File: config.mk
export PLATFORM = sky130hd
export DESIGN_NAME = fwd_unit
export DESIGN_NICKNAME = d
export VERILOG_FILES = /design/src/rtl/fwd_pkg.sv /design/src/rtl/fwd_hit.sv /design/src/rtl/fwd_operand.sv /design/src/rtl/fwd_store_bypass.sv /design/src/rtl/fwd_unit.sv
export SDC_FILE = /design/constraint.sdc
export NUM_CORES = 1
export LEC_CHECK = 0
export ABC_AREA = 1
export BUFFER_PORTS_ARGS = -buffer_cell sky130_fd_sc_hd__buf_2
export CORE_AREA = 2 2 114 116
export DETAILED_ROUTE_END_ITERATION = 8
export DIE_AREA = 0 0 116 118
export GPL_TIMING_DRIVEN = 0
export PLACE_DENSITY = 0.56
export SLEW_MARGIN = 20
export SYNTH_ARGS = -nofsm -noshare
export SYNTH_HDL_FRONTEND = slang
export SYNTH_SLANG_ARGS = --single-unit
export TNS_END_PERCENT = 1
File: constraint.sdc
create_clock -name vclk -period 2
set_clock_uncertainty 0.1 [all_clocks]
set_input_delay 0.4 -clock vclk [all_inputs]
set_output_delay 0.4 -clock vclk [all_outputs]
set_load 0.02 [all_outputs]
File: src/rtl/fwd_pkg.sv
package fwd_pkg;

    localparam int unsigned REG_AW = 5;
    localparam int unsigned XLEN   = 32;

    typedef enum logic [1:0] {
        SRC_RF = 2'b00,
        SRC_MW = 2'b01,
        SRC_EM = 2'b10
    } opnd_src_e;

    typedef struct packed {
        logic [REG_AW-1:0] dst;
        logic              wen;
    } producer_t;

endpackage

File: src/rtl/fwd_hit.sv
module fwd_hit #(
    parameter int unsigned AW = 5
) (
    input  logic [AW-1:0] src_i,
    input  logic [AW-1:0] dst_i,
    input  logic          wen_i,
    output logic          hit_o
);

    localparam logic [AW-1:0] ZERO_REG = '0;

    always_comb begin
        hit_o = wen_i && (dst_i != ZERO_REG) && (dst_i == src_i);
    end

endmodule

File: src/rtl/fwd_operand.sv
module fwd_operand
    import fwd_pkg::*;
#(
    parameter int unsigned AW = REG_AW,
    parameter int unsigned DW = XLEN
) (
    input  logic [AW-1:0] src_i,
    input  logic [DW-1:0] rf_val_i,
    input  logic [AW-1:0] em_dst_i,
    input  logic          em_wen_i,
    input  logic [DW-1:0] em_val_i,
    input  logic [AW-1:0] mw_dst_i,
    input  logic          mw_wen_i,
    input  logic [DW-1:0] mw_val_i,
    output logic [1:0]    sel_o,
    output logic [DW-1:0] val_o
);

    typedef struct packed {
        opnd_src_e     sel;
        logic [DW-1:0] val;
    } pick_t;

    logic  em_hit;
    logic  mw_hit;
    pick_t pick_d;

    fwd_hit #(.AW(AW)) u_em_hit (
        .src_i (src_i),
        .dst_i (em_dst_i),
        .wen_i (em_wen_i),
        .hit_o (em_hit)
    );

    fwd_hit #(.AW(AW)) u_mw_hit (
        .src_i (src_i),
        .dst_i (mw_dst_i),
        .wen_i (mw_wen_i),
        .hit_o (mw_hit)
    );

    always_comb begin
        pick_d.sel = SRC_RF;
        pick_d.val = rf_val_i;
        if (em_hit) begin
            pick_d.sel = SRC_EM;
            pick_d.val = em_val_i;
        end else if (mw_hit) begin
            pick_d.sel = SRC_MW;
            pick_d.val = mw_val_i;
        end
    end

    assign sel_o = pick_d.sel;
    assign val_o = pick_d.val;

endmodule

File: src/rtl/fwd_store_bypass.sv
module fwd_store_bypass
    import fwd_pkg::*;
#(
    parameter int unsigned AW = REG_AW,
    parameter int unsigned DW = XLEN
) (
    input  logic          store_i,
    input  logic [AW-1:0] sdreg_i,
    input  logic [DW-1:0] sdata_i,
    input  logic [AW-1:0] mw_dst_i,
    input  logic          mw_wen_i,
    input  logic          mw_load_i,
    input  logic [DW-1:0] mw_val_i,
    output logic [DW-1:0] sdata_o,
    output logic          byp_o
);

    logic load_hit;

    fwd_hit #(.AW(AW)) u_ld_hit (
        .src_i (sdreg_i),
        .dst_i (mw_dst_i),
        .wen_i (mw_wen_i && mw_load_i),
        .hit_o (load_hit)
    );

    always_comb begin
        byp_o   = store_i && load_hit;
        sdata_o = byp_o ? mw_val_i : sdata_i;
    end

endmodule

File: src/rtl/fwd_unit.sv
module fwd_unit
    import fwd_pkg::*;
#(
    parameter int unsigned AW = REG_AW,
    parameter int unsigned DW = XLEN
) (
    input  logic [AW-1:0] ex_src_a_i,
    input  logic [AW-1:0] ex_src_b_i,
    input  logic [DW-1:0] rf_a_i,
    input  logic [DW-1:0] rf_b_i,
    input  logic [AW-1:0] em_dst_i,
    input  logic          em_wen_i,
    input  logic [DW-1:0] em_val_i,
    input  logic [AW-1:0] mw_dst_i,
    input  logic          mw_wen_i,
    input  logic          mw_load_i,
    input  logic [DW-1:0] mw_val_i,
    input  logic          mem_store_i,
    input  logic [AW-1:0] mem_sdreg_i,
    input  logic [DW-1:0] mem_sdata_i,
    output logic [1:0]    sel_a_o,
    output logic [1:0]    sel_b_o,
    output logic [DW-1:0] op_a_o,
    output logic [DW-1:0] op_b_o,
    output logic [DW-1:0] sdata_o,
    output logic          sdata_byp_o
);

    localparam int unsigned NSRC = 2;

    logic [AW-1:0] src   [NSRC];
    logic [DW-1:0] rfv   [NSRC];
    logic [1:0]    sel   [NSRC];
    logic [DW-1:0] opv   [NSRC];

    assign src[0] = ex_src_a_i;
    assign src[1] = ex_src_b_i;
    assign rfv[0] = rf_a_i;
    assign rfv[1] = rf_b_i;

    for (genvar g = 0; g < NSRC; g++) begin : g_opnd
        fwd_operand #(.AW(AW), .DW(DW)) u_opnd (
            .src_i    (src[g]),
            .rf_val_i (rfv[g]),
            .em_dst_i (em_dst_i),
            .em_wen_i (em_wen_i),
            .em_val_i (em_val_i),
            .mw_dst_i (mw_dst_i),
            .mw_wen_i (mw_wen_i),
            .mw_val_i (mw_val_i),
            .sel_o    (sel[g]),
            .val_o    (opv[g])
        );
    end

    assign sel_a_o = sel[0];
    assign sel_b_o = sel[1];
    assign op_a_o  = opv[0];
    assign op_b_o  = opv[1];

    fwd_store_bypass #(.AW(AW), .DW(DW)) u_sbyp (
        .store_i   (mem_store_i),
        .sdreg_i   (mem_sdreg_i),
        .sdata_i   (mem_sdata_i),
        .mw_dst_i  (mw_dst_i),
        .mw_wen_i  (mw_wen_i),
        .mw_load_i (mw_load_i),
        .mw_val_i  (mw_val_i),
        .sdata_o   (sdata_o),
        .byp_o     (sdata_byp_o)
    );

endmodule

==> out/metrics.yaml <==
drt:
  viasPerCell: 4.44
  num_vias: 4776
  antenna_left: 0
  drt_wl_total_um: 15200
  drt_iter0_drc: 220
  dr.pass1.iters: 6
  wl_per_cell_um: 14.1
  drc_errors: 0
synthesis:
  syn-cell-area_sq_mm: 0.00287
  ys_top_cells_by_count: "nand2_1 (237), inv_1 (107), nand3_1 (99), nand4_1 (33), buf_2 (28)"
  yosys_warnings: 0
  synth_most_common_cell: "nand2_1"
  synthCells: 604
  synth_top_area_frac: 0.310
  yosys.area.top_type: "nand2_1"
  synth.distinct_cells: 24
  synth_area_per_cell_sq_um: 4.75
  synth_fp_nets: 793
  ys_top_cells_by_area: "nand2_1 (31%), nand3_1 (17%), inv_1 (14%), nand4_1 (7.2%), o21ai_2 (7.0%)"
  ys_seq_area_frac: 0
final_layout:
  final_cells: 1075
  seq_cell_count: 0
  areaGrowthSynthToFinish_pct: 76.3
  antennaDiodeCount: 0
  utilization: 0.408
  register_area_sq_um: 0
  clkbuf_count: 0
  final_area_sq_mm: 0.00506
  layout-drive-gt1-share: 0.445
  nets: 1094
critical_path:
  path_max_fanout: 10
  crit_type: "primary input to output pin"
  path_cells: "clkbuf_4 -> xor2_1 -> nor2_2 -> buf_4 -> buf_4 -> nand4_1 -> nand3_1 -> nand2_1 -> buf_4"
  critPathSlowestCell: "nor2_2"
  crit_path_frequent_cell: "buf_4"
  critPathMaxStageDelay_ps: 200
  crit_arrival_ps: 1690
  start_kind: "primary input"
  end_kind: "output pin"
  critPathBufInv: 4
  cp_top_family: "buffers and inverters"
  crit_required_ps: 1500
timing:
  fin_crit_ps: 2190
  worst_slack_ps: -193
  finalSetupTns_ps: -14110
  slew_violations: 0
  setup-violations-final: 100
  worst_pin_slew_ps: 259
  min_period_over_period: 1.10
  relSlewSlack: 0.827
  hold_ws_ps: 995
  finalHoldViolCount: 0
  grt_setup_unrepaired: "yes"
  max_freq_mhz: 456
global_routing:
  grt_usage: 0.208
  grt_pass1_vias: 4583
  grt_pass1_wl_um: 23100
  antenna_found_initial: 0
  grt_overflow: 0
  grt_max_degree: 11
placement:
  post-place-ws_ps: -466
  placed_area_sq_mm: 0.00454
  gp_congestion: 0.815
  numPortBuffers: 290
  dpl.cell_count: 1066
  dp_hpwl_um: 12100
job:
  maxCapViolCount: 0
power:
  total_power_mw: 1.09
  ir_drop_mv: 0.0698
  power_density_mw_per_mm2: 216
  leakagePower_nw: 3.26
worst_hold_path:
  holdCritPathClass: "primary input to output pin"
die:
  core-area_sq_mm: 0.0124
  die_w_um: 116
  die_area_sq_mm: 0.0137
  ios: 290
  die_y_um: 118
  row_count: 41
  start_util: 0.231
outcome:
  violations: "negative setup slack"
  status: "complete, but fails checks"
==> worst min-delay path: cells and delay by family <==
family          cells  cell delay, ps
compound gates      1              50
simple gates        1              50
buf+inv             2             190
==> area by class of cell <==
class | instances | area [sq um]
Multi-Input combinational cell | 451 | 2280
Tap cell | 172 | 215
Fill cell | 1503 | 7350
Inverter | 111 | 424
Timing Repair Buffer | 301 | 1760
Buffer | 40 | 382
==> power breakdown <==
part,switching (mW),internal [mW]
sequential,0,0
combinational,0.629,0.465
clock,0,0
total,0.629,0.465
==> per-layer routing <==
metal / vias to the layer above / global-route usage / wire, um
met5: - / 0 / 0
met4: 0 / 0.0179 / 147
met3: 15 / 0.0278 / 1060
met2: 197 / 0.388 / 7680
met1: 2090 / 0.259 / 6320
li1: 2474 / - / -
==> cells by family after synthesis <==
| group | Yosys count | synth area share |
|---|---|---|
| simple gates | 400 | 0.623 |
| buf+inv | 153 | 0.235 |
| compound gates | 34 | 0.0902 |
| xor+xnor | 17 | 0.0519 |
==> cells in the final DEF (no fill, tap or decap), types with 4 or more instances in the layout <==
master,instances
nand2_2,16
xnor2_1,5
xor2_1,11
nor2_1,6
nor2_2,4
buf_2,239
o21ai_1,9
nand3_1,96
o21ai_2,23
nand2_1,231
inv_1,106
nand4_1,33
buf_6,36
buf_4,59
==> timing repair <==
action,4_1_cts,5_1_grt
hold buffers,0,0
endpoints found under the setup margin,101,101
endpoints found under the hold margin,0,0
pin swaps,6,6
resized for setup,96,55
buffers inserted,10,1
==> final timing paths <==
path / start / endpoint / slack, ps / depth (start not counted)
worst max-delay path: mw_dst_i[3] / op_a_o[17] / -190 / 9
worst min-delay path: mem_sdata_i[1] / sdata_o[1] / 1000 / 4
Note: power is estimated with default switching activity, not from simulation.
